===== src/rtl/tor_pkg.sv =====
package tor_pkg;
  typedef enum logic [1:0] {
    SEL_NONE = 2'd0,
    SEL_X    = 2'd1,
    SEL_Y    = 2'd2,
    SEL_C    = 2'd3
  } sel_e;

  localparam int unsigned N_IN  = 3;
  localparam int unsigned N_OUT = 2;
  localparam int unsigned IN_X  = 0;
  localparam int unsigned IN_Y  = 1;
  localparam int unsigned IN_C  = 2;
endpackage


===== src/rtl/tor_hdr_dec.sv =====
module tor_hdr_dec #(
  parameter int unsigned X_W  = 2,
  parameter int unsigned Y_W  = 2,
  parameter int unsigned MY_X = 0,
  parameter int unsigned MY_Y = 0,
  localparam int unsigned HDR_W = 1 + X_W + Y_W
) (
  input  logic [HDR_W-1:0] hdr_i,
  output logic             vld_o,
  output logic             col_hit_o,
  output logic             here_o
);
  logic [X_W-1:0] dst_x;
  logic [Y_W-1:0] dst_y;

  assign vld_o     = hdr_i[HDR_W-1];
  assign dst_x     = hdr_i[HDR_W-2 -: X_W];
  assign dst_y     = hdr_i[Y_W-1:0];
  assign col_hit_o = (dst_x == X_W'(MY_X));
  assign here_o    = col_hit_o && (dst_y == Y_W'(MY_Y));
endmodule


===== src/rtl/tor_arb.sv =====
module tor_arb
  import tor_pkg::*;
(
  input  logic x_vld_i,
  input  logic x_col_i,
  input  logic y_vld_i,
  input  logic c_vld_i,
  input  logic c_col_i,
  output sel_e sel_x_o,
  output sel_e sel_y_o,
  output logic c_acc_o
);
  logic x_turn, x_stay, y_busy, x_busy;

  // vertical ring owns y_o; a blocked turn deflects onto x_o
  assign x_turn  = x_vld_i && x_col_i && !y_vld_i;
  assign x_stay  = x_vld_i && !x_turn;
  assign y_busy  = y_vld_i || x_turn;
  assign x_busy  = x_stay;
  assign c_acc_o = c_vld_i && (c_col_i ? !y_busy : !x_busy);

  always_comb begin
    sel_x_o = SEL_NONE;
    sel_y_o = SEL_NONE;
    if (x_stay)                  sel_x_o = SEL_X;
    else if (c_acc_o && !c_col_i) sel_x_o = SEL_C;
    if (y_vld_i)                 sel_y_o = SEL_Y;
    else if (x_turn)             sel_y_o = SEL_X;
    else if (c_acc_o && c_col_i) sel_y_o = SEL_C;
  end
endmodule


===== src/rtl/tor_out_stage.sv =====
module tor_out_stage
  import tor_pkg::*;
#(
  parameter int unsigned MSG_W = 8
) (
  input  logic             clk_i,
  input  logic             rst_ni,
  input  sel_e             sel_i,
  input  logic             dlv_i,
  input  logic [MSG_W-1:0] x_msg_i,
  input  logic [MSG_W-1:0] y_msg_i,
  input  logic [MSG_W-1:0] c_msg_i,
  output logic [MSG_W-1:0] q_o,
  output logic             dlv_o
);
  logic [MSG_W-1:0] pick, nxt;

  always_comb begin
    unique case (sel_i)
      SEL_X:   pick = x_msg_i;
      SEL_Y:   pick = y_msg_i;
      SEL_C:   pick = c_msg_i;
      default: pick = '0;
    endcase
    nxt = pick;
    // delivered message must not be taken again downstream
    if (dlv_i) nxt[MSG_W-1] = 1'b0;
  end

  always_ff @(posedge clk_i or negedge rst_ni) begin
    if (!rst_ni) begin
      q_o   <= '0;
      dlv_o <= 1'b0;
    end else begin
      q_o   <= nxt;
      dlv_o <= dlv_i;
    end
  end
endmodule


===== src/rtl/tor_router.sv =====
module tor_router
  import tor_pkg::*;
#(
  parameter int unsigned X_W   = 2,
  parameter int unsigned Y_W   = 2,
  parameter int unsigned PAY_W = 8,
  parameter int unsigned MY_X  = 1,
  parameter int unsigned MY_Y  = 2,
  localparam int unsigned HDR_W = 1 + X_W + Y_W,
  localparam int unsigned MSG_W = HDR_W + PAY_W
) (
  input  logic             clk_i,
  input  logic             rst_ni,
  input  logic [MSG_W-1:0] x_i,
  input  logic [MSG_W-1:0] y_i,
  input  logic [MSG_W-1:0] c_i,
  output logic             c_ready_o,
  output logic [MSG_W-1:0] x_o,
  output logic [MSG_W-1:0] y_o,
  output logic             dlv_o
);
  logic [MSG_W-1:0] in_msg [N_IN];
  logic [N_IN-1:0]  vld, col, here;
  sel_e             sel [N_OUT];
  logic [N_OUT-1:0] dlv_sel;
  logic [MSG_W-1:0] q   [N_OUT];
  logic [N_OUT-1:0] dlv_q;
  logic             y_here;

  assign in_msg[IN_X] = x_i;
  assign in_msg[IN_Y] = y_i;
  assign in_msg[IN_C] = c_i;

  for (genvar i = 0; i < N_IN; i++) begin : g_dec
    tor_hdr_dec #(
      .X_W (X_W),
      .Y_W (Y_W),
      .MY_X(MY_X),
      .MY_Y(MY_Y)
    ) u_dec (
      .hdr_i    (in_msg[i][MSG_W-1:PAY_W]),
      .vld_o    (vld[i]),
      .col_hit_o(col[i]),
      .here_o   (here[i])
    );
  end

  tor_arb u_arb (
    .x_vld_i(vld[IN_X]),
    .x_col_i(col[IN_X]),
    .y_vld_i(vld[IN_Y]),
    .c_vld_i(vld[IN_C]),
    .c_col_i(col[IN_C]),
    .sel_x_o(sel[0]),
    .sel_y_o(sel[1]),
    .c_acc_o(c_ready_o)
  );

  always_comb begin
    unique case (sel[1])
      SEL_X:   y_here = here[IN_X];
      SEL_Y:   y_here = here[IN_Y];
      SEL_C:   y_here = here[IN_C];
      default: y_here = 1'b0;
    endcase
  end

  assign dlv_sel[0] = 1'b0;
  assign dlv_sel[1] = y_here;

  for (genvar o = 0; o < N_OUT; o++) begin : g_out
    tor_out_stage #(.MSG_W(MSG_W)) u_stage (
      .clk_i  (clk_i),
      .rst_ni (rst_ni),
      .sel_i  (sel[o]),
      .dlv_i  (dlv_sel[o]),
      .x_msg_i(x_i),
      .y_msg_i(y_i),
      .c_msg_i(c_i),
      .q_o    (q[o]),
      .dlv_o  (dlv_q[o])
    );
  end

  assign x_o   = q[0];
  assign y_o   = q[1];
  assign dlv_o = dlv_q[1];
endmodule


===== config.mk =====
export PLATFORM = sky130hd
export DESIGN_NAME = tor_router
export DESIGN_NICKNAME = d
export VERILOG_FILES = /design/src/rtl/tor_pkg.sv /design/src/rtl/tor_hdr_dec.sv /design/src/rtl/tor_arb.sv /design/src/rtl/tor_out_stage.sv /design/src/rtl/tor_router.sv
export SDC_FILE = /design/constraint.sdc
export NUM_CORES = 1
export LEC_CHECK = 0
export BUFFER_PORTS_ARGS = -buffer_cell sky130_fd_sc_hd__buf_2
export CAP_MARGIN = 0
export CORE_AREA = 2 2 55 57
export DETAILED_ROUTE_END_ITERATION = 10
export DIE_AREA = 0 0 57 59
export GPL_TIMING_DRIVEN = 0
export PLACE_DENSITY = 0.89
export SYNTH_ARGS = -nofsm -noshare
export SYNTH_HDL_FRONTEND = slang
export SYNTH_SLANG_ARGS = --single-unit

===== constraint.sdc =====
create_clock -name clk_i -period 3.09 [get_ports clk_i]
set_input_delay 0.309 -clock clk_i [delete_from_list [all_inputs] [get_ports clk_i]]
set_output_delay 0.309 -clock clk_i [all_outputs]
set_load 0.02 [all_outputs]

# Yosys cells after proc, flatten, opt, wreduce, memory -nomap -nowiden

Index checks and enable logic that the tools add are counted.

Add/subtract/negate cells: 0
Multiply operators: 0
Divide/modulo/power cells: 0
$lt $le $gt $ge: 0
Equality and inequality tests: 12
Shift operators: 0
Muxes and demuxes: 10
Bitwise logic cells: 0
Reduce and logical (&&, ||, !) cells: 15

Operators by type and width:

| kind                                                | number |
|---|---|
| one-hot mux 13 bit (3 select lines)                 | 2 |
| equality test 2 bit, second input constant          | 7 |
| equality test 2 x 1 -> 1 bit, second input constant | 5 |
| two-way mux 2 bit                                   | 5 |
| logical AND 1 bit                                   | 9 |
| logical NOT 1 bit                                   | 5 |
| one-hot mux 1 bit (3 select lines)                  | 1 |
| two-way mux 1 bit                                   | 2 |
| logical OR 1 bit                                    | 1 |

Register bits after elaboration: 27
Bits in latches: 0
Bits in writable memories: 0
ROM bits: 0
Bits of input ports: 41
Output and inout port bits: 28
Logic and storage cells: 40
Memories kept: 0

# Depth between registers and ports, before layout

Depth after elaboration: 15
Gate-level depth with buffers: 6
Mapped depth without buffers: 3

# By module

A second synthesis with hierarchy kept.

Cells, all modules: 118
Area, all modules: 1579.0 µm²

Modules (own cells, without submodules):

| module        | times used | cells each | area an instance (µm²) | seq. area each (µm²) |
|---|---|---|---|---|
| tor_out_stage | 2          | 46         | 691.9                  | 350.3 |
| tor_hdr_dec   | 3          | 3          | 28.8                   | 0.0 |
| tor_arb       | 1          | 13         | 81.3                   | 0.0 |
| tor_router    | 1          | 4          | 27.5                   | 0.0 |

# Worst setup path after synthesis

Ideal clock, no wire load.

Path kind: input to output
From: in y_i[12]
To: out c_ready_o
Arrival: 1.360 ns
Required time: 2.781 ns
Path slack: 1.421 ns
Stages: 6
Buffers on the path: 3
Cells stage by stage: buf_6 -> or3b_1 -> buf_6 -> nand2_4 -> buf_8 -> o2bb2ai_1

Longest elaborated chain between the ends: 7
Elaborated cells between the ends (all ways): 9
Classes of those cells: mux (1); reduce/logical (8)

RTL lines:

| item                | line             | RTL |
|---|---|---|
| from (decl)         | tor_router.sv:15 | `input logic [MSG_W-1:0] y_i,` |
| logical NOT 1 bit   | tor_arb.sv:16    | `assign x_turn = x_vld_i && x_col_i && !y_vld_i;` |
| logical AND 1 bit   | tor_arb.sv:16    |  |
| logical NOT 1 bit   | tor_arb.sv:17    | `assign x_stay = x_vld_i && !x_turn;` |
| logical AND 1 bit   | tor_arb.sv:17    |  |
| logical NOT 1 bit   | tor_arb.sv:20    | `assign c_acc_o = c_vld_i && (c_col_i ? !y_busy : !x_busy);` |
| two-way mux 1 bit * | tor_arb.sv:20    |  |
| logical AND 1 bit * | tor_arb.sv:20    |  |
| to (decl)           | tor_router.sv:17 | `output logic c_ready_o,` |

Mark *: on every way between the ends. The rest lies on a longest branch, timed or not.

# Worst setup path in the final report

Ends and elaborated chain as after synthesis.

==> summary.md <==
| Metric | Value |
|---|---|
| # resized after CTS | 0 |
| Startpoint type of the worst setup path | primary input |
| MaxCap Viol Count | 0 |
| Pin count of the biggest net entering global routing | 28 |
| Final worst slack | 1280 ps |
| Async S/R FF share, synth | between 90% and 100% |
| Final Setup Violations | 0 |
| GRT overflow | 0 |
| Unique cell type count in the Yosys netlist | 29 |
| Share of layout cells above drive strength 1 | about two fifths |
| Setup TNS | 0 ps |
| VDD IR-drop max | 0.000269 V |
| Hold Crit Depth | 2 |
| Die H | between 50 and 60 um |
| Worst path required time | approximately 2800 ps |
| Vias | between 1000 and 1500 |
| Routed length on met1 | 1340 um |
| Routed WL per cell | between 15 and 20 um |
| FF+latch count, synth | 27 |
| Synth area leaders | dfrtp_1 54%, nand2b_1 6.5%, a31o_1 6.3%, a22oi_1 6.0%, and3_1 5.0% |
| Core Footprint | 2710 um^2 |
| Total clock sinks | 27 |
| Sequential cell area fraction in the yosys report | 53.7% |
| Largest fanout on the critical path | 10 |
| First-pass GRT wire length | between 5000 and 6000 um |
| Footprint of the multi-input gates | around 520 um^2 |
| Setup Buffers After CTS | 0 |
| Via/cell ratio | 5.50 |
| Register area | about 680 um^2 |
| PD cells | roughly 420 nW/um^2 |
| Met3 wire len | 305 um |
| # fillers | 251 |
| Count of input and output buffers | 67 |
| Post-synth EDFFs | 0 |
| Critical Path Sink Type | primary output |
| Pre-Repair DR Iteration Count | 4 |
| Final Cycle Share | around 58% |
| Routed Antenna Nets | 0 |
| Pre-CTS WS | 1280 ps |
| DIE WIDTH | 57 um |
| Slew margin rel. | around 60% |
| Syn avg cell area | 11.3 um^2 |
| H-tree Lvls | 1 |
| Lkg Pwr | 0.000876 uW |
| Clk slew on worst S/H paths | around 140 ps |
| DRT iter0 DRCs | 30 |
| CTS max path bufs | 2 |
| Worst Hold Class | in -> reg |
| Synth top cells by count | 27 x dfrtp_1, 13 x nand2b_1, 10 x a22oi_1, 10 x and3_1, 10 x o21ai_0 |
| Post-layout util | between 60% and 70% |
| Finished Layout Cells | roughly 210 |
| Min cycle time layout | 1810 ps |
| Highest Signal Layer | met4 |
| TritonCTS buffer count | 3 |
| Yosys warns | 0 |
| Synth Cell Area | ~1300 um^2 |
| Residual DRC | 0 |
| DP Wirelength | roughly 2400 um |
| CP arrival | roughly 1500 ps |
| RSZ-0062 raised after global routing | no |
| Worst Max-Slew Pin Slew | 585 ps |
| Hold Vio Cnt, Final | 0 |
| Aggregate global-route resource usage | between 10% and 20% |
| Die ar. | roughly 3400 um^2 |
| I/O Pins | 69 |
| Synth area leader | dfrtp_1 |
| Min-Delay Startpoint | y_i[11] |
| Initial antenna violation count | 0 |
| Area share of the largest cell type after synthesis | between 50% and 60% |
| CTS root buf | clkbuf_4 |
| Routed WL | about 3300 um |
| Outcome | finished, final reports clean |
| GP Congestion | approximately 0.77 |
| Placed Cells | about 210 |
| CP Class | in -> out |
| Final Max Slew Viols | 0 |
| Vias in the first global route | 1206 |
| Post-Synthesis Cells | ~110 |
| Row count | 19 |
| Antenna Diode Count | 0 |
| Syn nets | roughly 150 |
| Most common flop cell mapped by yosys | dfrtp_1 |
| CTS tree | done |
| Initial Util | about 46% |
| Post-route total power | 709 uW |
| Hold Path End | g_out[1].u_stage.q_o[11]$_DFF_PN0_ |
| Total Nets Final | approximately 230 |
| Met2 wire length | 1620 um |
| Most frequent cell after synthesis | dfrtp_1 |
| Synth-to-layout area growth | 32.6% |
| FMAX | roughly 0.55 GHz |
[final cells by class]
class | count | area share [%]
inverters | 1 | 0.225
plain buffers | 8 | 3.45
well taps | 31 | 2.32
multi-input cells | 75 | 31.3
repair buffers | 68 | 20.7
flip-flops and latches | 27 | 40.5
clock buffers | 4 | 1.57
[per-layer routing]
| layer | up-vias | track usage (%) |
|---|---|---|
| met3 | 5 | 3.06 |
| li1 | 554 | - |
| met4 | 0 | 7.31 |
| met5 | - | 0 |
| met2 | 63 | 36.8 |
| met1 | 554 | 23.3 |
[timing repair]
item / CTS / global route
hold buffers: 1 / 0
setup endpoints to repair: 0 / 0
hold endpoints to repair: 27 / 0
[metrics by stage]
stage	instance area (um^2)	hold WS [ps]
floorplan	1260	13.4
global route	1670	200
global placement	1630	333
finish	1670	208
CTS	1670	216
detailed placement	1630	343
[critical path: stages]
cell and delay, ps:
buf_6 110, or3b_1 380, buf_6 150, nand2_4 90, buf_8 140, o2bb2ai_1 120
buf_2 180
[cells in the final DEF (no fill, tap or decap), types with 3 or more instances in the layout]
cell	count
nand2b_1	13
a22oi_1	10
clkbuf_4	3
o21ai_0	10
buf_2	68
clkbuf_1	4
and3_1	10
dfrtp_1	27
a31o_1	9
[how the worst max path moves through the flow]
stage / start / endpoint / slack [ps] / depth (start not counted)
floorplan: y_i[12] / c_ready_o / 1420 / 6
CTS: y_i[12] / c_ready_o / 1280 / 7
detailed placement: y_i[12] / c_ready_o / 1280 / 7
global route: y_i[12] / c_ready_o / 1220 / 7
global placement: y_i[12] / c_ready_o / 1290 / 7
finish: y_i[12] / c_ready_o / 1280 / 7
[state kept, by name (all words and copies together) (netlist names)]
name and flops:
g_out.u_stage.q_o 26, g_out.u_stage.dlv_o 1
[logic make-up (layout without fill, tap and decap cells)]
logic type      after synthesis  in the layout  share of synthesized area (%)
flops                        27             27                           53.7
mux                           2              2                           1.69
simple gates                 35             35                           18.2
compound gates               38             38                           21.6
buf+inv                       9             81                           4.87
[report_power, final]
group	switching (uW)	total [uW]	internal (uW)
clock	100	151	50.6
sequential	6.62	385	379
combinational	101	173	71.3
total	208	709	501
Power figures use the tool's default switching activity.
